File: src/rtl/blkstart_ctrl.sv
module blkstart_ctrl #(
  parameter int STEREO_LEN  = 192,
  parameter int MONO_LEN    = 384,
  parameter int SYNC_STAGES = 2,
  localparam int CW = $clog2(MONO_LEN)
) (
  input  logic          clk,
  input  logic          rst_n,
  input  logic          sync_in,
  input  logic          blk_in,
  input  logic          dir_out,
  input  logic          pin_mode,
  input  logic          isync_sw,
  input  logic [1:0]    hw_fmt,
  input  logic          mono,
  output logic          blk_out,
  output logic          blk_oe,
  output logic          blk_start,
  output logic [CW-1:0] frame_idx
);

  localparam logic [CW-1:0] STEREO_LAST = CW'(STEREO_LEN - 1);
  localparam logic [CW-1:0] MONO_LAST   = CW'(MONO_LEN - 1);
  localparam logic [1:0]    FMT_I2S     = 2'b01;

  logic [SYNC_STAGES-1:0] sync_sh, blk_sh;
  logic                   sync_d, out_q, start_q;
  logic [CW-1:0]          cnt;

  always_ff @(posedge clk) begin
    if (!rst_n) begin
      sync_sh <= '0;
      blk_sh  <= '0;
      sync_d  <= 1'b0;
    end else begin
      sync_sh <= {sync_sh[SYNC_STAGES-2:0], sync_in};
      blk_sh  <= {blk_sh[SYNC_STAGES-2:0], blk_in};
      sync_d  <= sync_sh[SYNC_STAGES-1];
    end
  end

  wire          sync_q   = sync_sh[SYNC_STAGES-1];
  wire          blk_q    = blk_sh[SYNC_STAGES-1];
  wire          phase    = pin_mode ? (hw_fmt == FMT_I2S) : isync_sw;
  wire          rise     = sync_q & ~sync_d;
  wire          fall     = ~sync_q & sync_d;
  wire          gen_edge = dir_out & (phase ? rise : fall);
  wire          smp_edge = ~dir_out & (phase ? fall : rise);
  wire [CW-1:0] last     = mono ? MONO_LAST : STEREO_LAST;
  wire          at_last  = cnt >= last;
  wire          det      = smp_edge & blk_q;

  always_ff @(posedge clk) begin
    if (!rst_n) begin
      cnt     <= '0;
      out_q   <= 1'b0;
      start_q <= 1'b0;
    end else begin
      start_q <= (gen_edge & at_last) | det;
      if (gen_edge)
        cnt <= at_last ? '0 : cnt + 1'b1;
      else if (smp_edge)
        cnt <= (blk_q | at_last) ? '0 : cnt + 1'b1;
      if (!dir_out)
        out_q <= 1'b0;
      else if (gen_edge)
        out_q <= at_last;
    end
  end

  assign blk_oe    = dir_out;
  assign blk_out   = out_q & dir_out;
  assign blk_start = start_q;
  assign frame_idx = cnt;

  assert_oe_gate_R2: assert property (@(posedge clk) disable iff (!rst_n)
    !blk_oe |-> !blk_out);
  assert_wrap_R8: assert property (@(posedge clk) disable iff (!rst_n)
    ((gen_edge | smp_edge) && at_last) |=> (frame_idx == '0));
  assert_detect_R6: assert property (@(posedge clk) disable iff (!rst_n)
    det |=> (frame_idx == '0 && blk_start));
  assert_hold_R11: assert property (@(posedge clk) disable iff (!rst_n)
    !(gen_edge | smp_edge) |=> $stable(frame_idx));
  assert_rise_at_zero_R3: assert property (@(posedge clk) disable iff (!rst_n)
    $rose(blk_out) |-> (frame_idx == '0));
  assert_range_R5: assert property (@(posedge clk) disable iff (!rst_n)
    frame_idx <= MONO_LAST);
  assert_pulse_R10: assert property (@(posedge clk) disable iff (!rst_n)
    blk_start |-> (frame_idx == '0));

endmodule

File: config.mk
export PLATFORM = sky130hd
export DESIGN_NAME = blkstart_ctrl
export DESIGN_NICKNAME = d
export VERILOG_FILES = /design/src/rtl/blkstart_ctrl.sv
export SDC_FILE = /design/constraint.sdc
export NUM_CORES = 1
export LEC_CHECK = 0
export BUFFER_PORTS_ARGS = -buffer_cell sky130_fd_sc_hd__buf_4
export CAP_MARGIN = 20
export CELL_PAD_IN_SITES_DETAIL_PLACEMENT = 0
export CELL_PAD_IN_SITES_GLOBAL_PLACEMENT = 2
export CORE_MARGIN = 1.5
export CORE_UTILIZATION = 28
export DETAILED_ROUTE_END_ITERATION = 8
export GPL_TIMING_DRIVEN = 0
export PLACE_DENSITY_LB_ADDON = 0.1
export SYNTH_ARGS = -nofsm -noshare
export SYNTH_HDL_FRONTEND = slang
export SYNTH_SLANG_ARGS = --single-unit
File: constraint.sdc
create_clock -name clk -period 2.42 [get_ports clk]
set_clock_uncertainty 0.05 [all_clocks]
set_input_delay 0.121 -clock clk [delete_from_list [all_inputs] [get_ports clk]]
set_output_delay 0.121 -clock clk [all_outputs]
set_load 0.1 [all_outputs]
# Yosys cells after proc, flatten, opt, wreduce, memory -nomap -nowiden
# Cells that the tools add are included.
[word_totals] input_bits=10 output_inout_bits=12 regBits=16
[classes] eq_ne=1 n_bitwise=12 n_addsub=1 magnitude_cmp=1 n_reduce_logical=2 n_mux=8
[ops] op="two-way mux 9 bit" n=5
[ops] op="adder 9 x 1 -> 9 bit (second input constant)" n=1
[ops] op="greater-or-equal comparator 9 bit" n=1
[ops] op="bitwise AND 1 bit" n=7
[ops] op="two-way mux 1 bit" n=3
[ops] op="inverter 1 bit" n=3
[ops] op="== test 2 x 1 -> 1 bit (second input constant)" n=1
[ops] op="bitwise OR 1 bit" n=2
[ops] op="AND reduction 2 bit" n=1
[ops] op="nonzero test 2 bit" n=1

# Longest topological paths before layout
# Gate-level depths: netlist of run 1.
[logic_depth] word_depth=6 mapped_depth=8 ltp_nobuf=7

# Worst setup path before layout of run 1
# No wires, ideal clock.
[synth_path] path_type="register to register" from="register cnt[0] (netlist: frame_idx[0])" to="register cnt[7] (netlist: frame_idx[7])" t_arrival_ns=2.589 stages_incl_launch_ff=8 n_path_buf=1 period_less_slack_ns=2.804 setup_time_ns=0.165 required_ns=2.205 setup_slack_ns=-0.384 cell_sequence="dfxtp_1 > ha_1 > inv_1 > a2111oi_0 > a311oi_4 > buf_6 > nand4_1 > o311ai_2"
[synth_via] elab_chain_len=5
[synth_rtl] item="start: declaration" line_no="28" rtl="logic [CW-1:0] cnt;"
[synth_rtl] item="start signal: assignment" line_no="61" rtl="cnt <= at_last ? '0 : cnt + 1'b1;"
[synth_rtl] item="start signal: assignment" line_no="63" rtl="cnt <= (blk_q | at_last) ? '0 : cnt + 1'b1;"
[synth_rtl] item="greater-or-equal comparator 9 bit" line_no="50" rtl="wire at_last = cnt >= last;"
[synth_rtl] item="bitwise OR 1 bit" line_no="63"
[synth_rtl] item="two-way mux 9 bit" line_no="63"
[synth_rtl] item="two-way mux 9 bit" line_no="62" rtl="else if (smp_edge)"
[synth_rtl] item="two-way mux 9 bit *" line_no="60" rtl="if (gen_edge)"
# Mark *: on every way between the ends. The rest lies on a longest branch, timed or not. The select of a mux whose other input is x is not followed.
# A chain may end at the register's enable or synchronous reset.

# Worst setup path after layout of run 1
[layout_path] from="register sync_d" to="register cnt[3] (netlist: frame_idx[3])"
[layout_via] elab_chain_len=5
[layout_rtl] item="start: declaration" line_no="27" rtl="logic sync_d, out_q, start_q;"
[layout_rtl] item="start signal: assignment" line_no="38" rtl="sync_d <= sync_sh[SYNC_STAGES-1];"
[layout_rtl] item="inverter 1 bit" line_no="45" rtl="wire rise = sync_q & ~sync_d;"
[layout_rtl] item="bitwise AND 1 bit" line_no="45"
[layout_rtl] item="two-way mux 1 bit, on equally long branches" line_no="47, 48"
[layout_rtl] item="bitwise AND 1 bit, on equally long branches" line_no="47, 48"
[layout_rtl] item="two-way mux 9 bit / nonzero test 2 bit (equally long branches)"
# Several ways; a longest one is shown, not always the timed one.

==> metrics.md, run 1 <==
| Metric | Value |
|---|---|
| Rows | `21` |
| Worst Hold Path EP | `out_q$_SDFFE_PN0N_` |
| 1st-pass router iterations | `4` |
| Setup Buffers After CTS | `0` |
| Most used flip-flop cell after synthesis | `dfxtp_1` |
| R2R Path Start | `sync_d$_SDFF_PN0_` |
| CP Max Fanout | `5` |
| Clk pin slew, worst setup/hold paths | `0.11 ns` |
| Worst Reg2Reg Path Length in Cells | `5` |
| Port buffer count | `20` |
| Count leader, synth | `dfxtp_1` |
| Post-layout min period | `2.19 ns` |
| DIE HEIGHT | `around 63 um` |
| Initial antenna violation count | `0` |
| Cell taking the most area after synthesis | `dfxtp_1` |
| Commonest cells post-synth | `dfxtp_1 (16), nand4_1 (10), nand3_1 (9)` |
| RR Endpoint | `frame_idx[3]$_SDFFE_PN0P_` |
| Total area of sequential cells | `around 330 um2` |
| Largest net degree at the start of global routing | `11` |
| Area of the core | `3390 um2` |
| Clock Path Buffers | `2` |
| Unrepaired setup endpoints after global routing | `false` |
| Max VDD drop | `0.255 mV` |
| Share of layout cells above drive strength 1 | `36.6%` |
| Remaining DRCs | `0` |
| Fin. Hold Viols | `0` |
| Kind of cell adding the most delay to the critical path | `compound AO/OA/AOI/OAI gates` |
| Area delta synth->final | `27.7%` |
| H-tree level count | `1` |
| Xor and xnor area share after synthesis | `0%` |
| Mux contribution to synthesized area | `1.00%` |
| Post-synthesis average cell area | `9.24 um2` |
| Hold Startpoint | `dir_out` |
| Mapped Nets | `roughly 120` |
| Relative max-transition margin | `49.5%` |
| Worst Tran Pin Value | `between 0.7 and 0.8 ns` |
| Number of global-route vias before repair | `892` |
| Multi-input gate area | `about 600 um2` |
| Final wirelength | `~2.4 mm` |
| Vias per cell | `5.14` |
| Die Wd | `62.7 um` |
| Design area | `1270 um2` |
| Hold Crit Class | `in2reg` |
| I/O pin cnt | `22` |
| Synth top area share | `32.1%` |
| Total Neg Setup Slack | `0 ns` |
| EDFF count, synth | `0` |
| RD Place Congestion | `0.702` |
| CP Launch Type | `flop` |
| Clock sink count | `16` |
| DR WL/cell | `roughly 13 um` |
| DP HPWL | `1.76 mm` |
| Synthesized area | `~1000 um2` |
| Netlist cell types | `38` |
| Max stage delay on crit path | `approximately 0.52 ns` |
| Fin nets | `149` |
| Compound-gate portion of the synthesized area | `a little over a quarter` |
| Largest cells by area after synthesis | `dfxtp_1 (32%), o311ai_2 (8.1%), nand4_1 (6.3%), ha_1 (5.0%), nand3_1 (4.5%)` |
| CP bufs+invs | `0` |
| CP Data Required Time | `2.58 ns` |
| Crit share post-route | `90.4%` |
| Mapped Cells | `108` |
| Dpl cell area | `~1200 um2` |
| Setup violators final | `0` |
| Max Cap Viol | `0` |
| Run status | `finished, final reports clean` |
| Sequential share of the synthesized area | `32.1%` |
| Hold slack | `~0.068 ns` |
| Main combinational cell family by area after synthesis | `simple AND/OR/NAND/NOR gates` |
| Die area | `3930 um2` |
| Post-route ant nets | `0` |
| Leak | `0.481 nW` |
| Seq cells post-synth | `16` |
| Post-synthesis simple-gate area fraction | `29.2%` |
| Remaining Overflow, GRT | `0` |
| Iteration-0 DRC count of the detailed router | `approximately 50` |
| Total track usage | `13.5%` |
| Crit end category | `flop` |
| First-pass GRT wire length | `approximately 4.3 mm` |
| R2R Setup Slk | `0.23 ns` |
| CTS root buffer | `clkbuf_4` |
| Share of synthesized registers carrying an async set or reset | `0%` |
| Fillers | `348` |
| Final Max Slew Viols | `0` |
| Kind of critical path | `reg2reg` |
| Pwr Density | `428 nW/um2` |
| Worst skew pair latency | `0.30 ns` |
| Synthesized-area fraction occupied by adder cells | `5.01%` |
| CP arrival | `between 2 and 2.5 ns` |
| Cell Chain, Critical Path | `or2b_1 > or4b_4 > a311oi_4 > o211ai_4 > o311ai_2` |
| Max Fclk | `~460 MHz` |
| Initial Util | `29.5%` |
| Hold path depth | `3` |
| Yosys warns | `0` |
| Worst Setup SP | `sync_d$_SDFF_PN0_` |
| CP max stage cell | `or4b_4` |
| DR vias | `between 900 and 1,000` |
| CTS Buf Count | `3` |
| Diode count | `0` |
| CTS tree | `yes` |
| Final Util | `between 30% and 40%` |
-- where the power goes --
group          switching, mW  internal, mW  leakage (nW)
clock network         0.0984        0.0917        0.0210
logic                 0.0514        0.0311         0.325
registers            0.00433         0.269         0.135
total                  0.154         0.392         0.481
-- registers in the layout, summed over array words and instances (netlist names) --
register / count
frame_idx: 9
blk_sh: 2
sync_sh: 2
blk_start: 1
out_q: 1
sync_d: 1
-- layout make-up --
cell class	count	area share, %
Clock buffer	4	2.85
Tap cell	46	4.51
Timing Repair Buffer	22	13.3
Multi-Input combinational cell	81	48.5
Buffer	6	3.34
Sequential cell	16	26.0
Inverter	5	1.47
-- how the worst max path moves through the flow --
stage	cells past startpoint	slack, ns	to
floorplan	7	0.01	frame_idx[7]$_SDFFE_PN0P_
global placement	7	0.03	frame_idx[7]$_SDFFE_PN0P_
detailed placement	7	0.04	frame_idx[5]$_SDFFE_PN0P_
CTS	7	0.02	frame_idx[5]$_SDFFE_PN0P_
global route	7	0.10	frame_idx[3]$_SDFFE_PN0P_
finish	5	0.23	frame_idx[3]$_SDFFE_PN0P_
-- cells in the final DEF, fill, tap and decap left out, types with 3 or more instances in the layout --
cell type / n
a21oi_1: 4
and2_1: 6
buf_4: 21
clkbuf_4: 3
dfxtp_1: 7
dfxtp_2: 9
ha_1: 4
inv_1: 5
nand2_1: 6
nand3_1: 9
nand4_1: 10
nor2_1: 3
nor3_1: 3
o211ai_1: 4
o311ai_2: 5
-- logic make-up (layout without fill, tap and decap cells) --
group	count (synthesis)	in the layout
flops	16	16
simple gates	50	50
buf+inv	11	37
fa+ha+maj	4	4
compound gates	26	26
mux	1	1
-- per-layer routing --
metal	GRT usage, %	routed length (um)	vias up
met2	21.5	1080	22
met5	0	0	-
met1	18.1	1190	435
met3	3.60	102	2
li1	-	-	466
met4	3.33	20	0
-- worst min-delay path, delay by kind of cell --
| family | cells | cell delay [ns] |
|---|---|---|
| compound gates | 2 | 0.12 |
| buf+inv | 1 | 0.14 |
-- metrics by stage --
stage	setup WS, ns	instances	power (mW)
2_1_floorplan	0.0111	108	0.335
3_3_place_gp	0.0339	174	0.359
3_5_place_dp	0.0351	174	0.360
4_1_cts	0.0247	180	0.548
5_1_grt	0.102	180	0.566
6_report	0.231	180	0.546
-- what timing repair did --
item                                    4_1_cts  5_1_grt
hold buffers                                  2        0
endpoints found under the setup margin        0        9
endpoints found under the hold margin         2        0
resized for setup                             0        1
Power figures use the tool's default switching activity.
==> run 2, diff against run 1 <==
clock period = 2 ns   (was 2.42 ns; I/O delays follow)
==> run 2 against run 1 <==
Net effect:
- the flow now finishes with violations (negative setup slack)
- combinational power is 33% higher
- die area did not move
- wire length grew 6.9%
- clock-buffer cell count unchanged
- critical path depth is 1 higher
- sequential power up 19%
- clock power is 18% higher
- cell count is 2.8% higher
- maximum frequency increased by 7.4%
- critical path type unchanged
- largest cell class unchanged
- largest power group unchanged
==> metrics.md, run 2 (synthesized netlist as in run 1, its figures left out) <==
| Metric | Value |
|---|---|
| Run status | `finished with violations` |
| Failing checks | `negative setup slack` |
| Clk pin slew, worst setup/hold paths | `0.10 ns (about the same)` |
| H-tree level count | `1 (unchanged)` |
| Largest register FFs | `9 (unchanged)` |
| Remaining Overflow, GRT | `0 (unchanged)` |
| RR Endpoint | `frame_idx[7]$_SDFFE_PN0P_` |
| CP Data Required Time | `2.15 ns (-0.43 ns)` |
| Leak | `0.505 nW (+5.0%)` |
| DIE HEIGHT | `62.7 um (unchanged)` |
| Max VDD drop | `0.389 mV (+53%)` |
| Leading cell type in the layout, fill and taps excluded | `buf_4` |
| Initial antenna violation count | `0 (unchanged)` |
| Worst Tran Pin Value | `0.729 ns (-0.0235 ns)` |
| 1st-pass router iterations | `4 (unchanged)` |
| DR WL/cell | `13.8 um (+4.0%)` |
| Clock sink count | `16 (unchanged)` |
| Diode count | `0 (unchanged)` |
| Kind of critical path | `reg2reg` |
| GRT met3 Usage | `3.96% (+0.36 points)` |
| Number of global-route vias before repair | `917 (+2.8%)` |
| R2R Path Start | `sync_d$_SDFF_PN0_` |
| Largest net degree at the start of global routing | `11 (unchanged)` |
| Final Util | `40.2% (+2.5 points)` |
| Hold Startpoint | `dir_out` |
| Total track usage | `14.1% (+0.58 points)` |
| Die area | `3930 um2 (unchanged)` |
| Dpl cells | `174 (unchanged)` |
| Top reg by flops | `frame_idx` |
| Hold slack | `0.0556 ns (-0.0124 ns)` |
| Multi-input gate area | `648 um2 (+4.9%)` |
| Worst Setup SP | `sync_d$_SDFF_PN0_` |
| CP arrival | `2.19 ns (-0.16 ns)` |
| Crit end category | `flop` |
| GR peak layer | `met2` |
| Top flop regs | `frame_idx x9, blk_sh x2, sync_sh x2` |
| DR vias | `952 (+2.9%)` |
| Int Pwr | `0.475 mW (+21%)` |
| Hold path depth | `3 (unchanged)` |
| Area delta synth->final | `36.3%` |
| Met1 track demand over resource | `18.4% (+0.37 points)` |
| Vias per cell | `5.15 (+0.14%)` |
| CP Max Fanout | `5 (unchanged)` |
| Area of the core | `3390 um2 (unchanged)` |
| Fin nets | `154 (+3.4%)` |
| GR Util met2 | `23.3% (+1.7 points)` |
| CTS tree | `yes` |
| Final Max Slew Viols | `0 (unchanged)` |
| Worst Reg2Reg Path Length in Cells | `6 (+1)` |
| R2R Setup Slk | `-0.04 ns (-0.27 ns)` |
| Share of layout cells above drive strength 1 | `41.7% (+5.2 points)` |
| Final wirelength | `2.56 mm (+6.9%)` |
| Switching Share | `28.0% (-0.20 points)` |
| Relative max-transition margin | `51.1% (+1.6 points)` |
| Clock Path Buffers | `2 (unchanged)` |
| First-pass GRT wire length | `4.43 mm (+4.2%)` |
| Crit path capture | `frame_idx[7]$_SDFFE_PN0P_` |
| Hold Crit Class | `in2reg` |
| Post-route setup slack | `-0.0382 ns (-0.270 ns)` |
| Iteration-0 DRC count of the detailed router | `65 (+27%)` |
| I/O pin cnt | `22 (unchanged)` |
| Share of power burned in registers | `49.2% (-0.8 points)` |
| Max Fclk | `491 MHz (+7.4%)` |
| Post-route ant nets | `0 (unchanged)` |
| Clock power frac | `34.1% (-0.7 points)` |
| Max Cap Viol | `0 (unchanged)` |
| Total Power | `0.660 mW (+21%)` |
| Combinational share of power | `16.7% (+1.6 points)` |
| Post-layout min period | `2.04 ns (-0.150 ns)` |
| Initial Util | `29.5% (unchanged)` |
| Setup violators final | `5 (+5)` |
| Most frequent cells in the layout | `buf_4 (25), nand4_1 (10), nand3_1 (9)` |
| Crit share post-route | `102% (+11 points)` |
| Unrepaired setup endpoints after global routing | `true` |
| DP Worst Slack | `-0.185 ns (-0.221 ns)` |
| CTS Buf Count | `3 (unchanged)` |
| DP HPWL | `1.83 mm (+4.0%)` |
| Total area of sequential cells | `347 um2 (+4.5%)` |
| Switching pwr | `0.185 mW (+20%)` |
| Worst skew pair latency | `0.29 ns (about the same)` |
| Remaining DRCs | `0 (unchanged)` |
| Fin. Hold Viols | `0 (unchanged)` |
| RD Place Congestion | `0.728 (+3.6%)` |
| CP Launch Type | `flop` |
| Pwr Density | `485 nW/um2 (+13%)` |
| Fin cells | `185 (+2.8%)` |
| Fillers | `343 (-1.4%)` |
| Rows | `21 (unchanged)` |
| Die Wd | `62.7 um (unchanged)` |
| CTS root buffer | `clkbuf_4` |
| Port buffer count | `20 (unchanged)` |
run 2: changes by cell type in the layout (fill, tap and decap cells not counted):
cell,change
a2111oi_4,+1
dfxtp_2,-3
ha_1,-1
buf_4,+4
buf_6,+1
dfxtp_4,+5
dfxtp_1,-2
ha_4,+1
a2111oi_1,-1
run 2: worst max-delay path, stage by stage (launching register included):
cell	delay, ns
dfxtp_2	0.34
or2b_1	0.24
or4b_4	0.51
a311oi_4	0.26
buf_4	0.19
o211ai_4	0.12
o311ai_2	0.24
run 2: power by group through the flow:
stage	Clock (mW)	Sequential, mW	Combinational, mW
CTS	0.243	0.325	0.106
global route	0.255	0.326	0.119
detailed placement	0	0.332	0.0994
finish	0.225	0.325	0.110
global placement	0	0.332	0.0981
floorplan	0	0.344	0.0556
run 2: final cells by class:
class | instances | area share (%)
multi-input cells | 81 | 47.6
flip-flops and latches | 16 | 25.5
repair buffers | 27 | 15.5
well taps | 46 | 4.23
plain buffers | 6 | 3.12
clock buffers | 4 | 2.67
inverters | 5 | 1.38
run 2: metrics by stage:
step	TNS [ns]	cell area (um2)
after detailed placement	-1.32	1250
final	-0.139	1360
after global placement	-1.27	1250
after floorplan	-0.0707	1040
after CTS	-0.0361	1340
after global routing	-0.900	1360
run 2: repair_timing:
action	4_1_cts	5_1_grt
buffers inserted	2	2
gates resized for setup	2	2
hold endpoints to repair	2	0
cloned	0	1
endpoints found under the setup margin	9	9
hold buffers	2	0
pin swaps	6	2
run 2: worst min path at each step:
stage / endpoint / slack [ns]
after CTS: out_q$_SDFFE_PN0N_ / 0.04
after detailed placement: blk_sh[0]$_SDFF_PN0_ / 0.26
final: out_q$_SDFFE_PN0N_ / 0.06
after floorplan: blk_sh[0]$_SDFF_PN0_ / 0.18
after global placement: blk_sh[0]$_SDFF_PN0_ / 0.26
after global routing: out_q$_SDFFE_PN0N_ / 0.06
run 2: layer usage:
| layer | up-vias | wire length [um] |
|---|---|---|
| li1 | 474 | - |
| met1 | 457 | 1180 |
| met2 | 19 | 1260 |
| met3 | 2 | 97 |
| met4 | 0 | 16 |
| met5 | - | 0 |
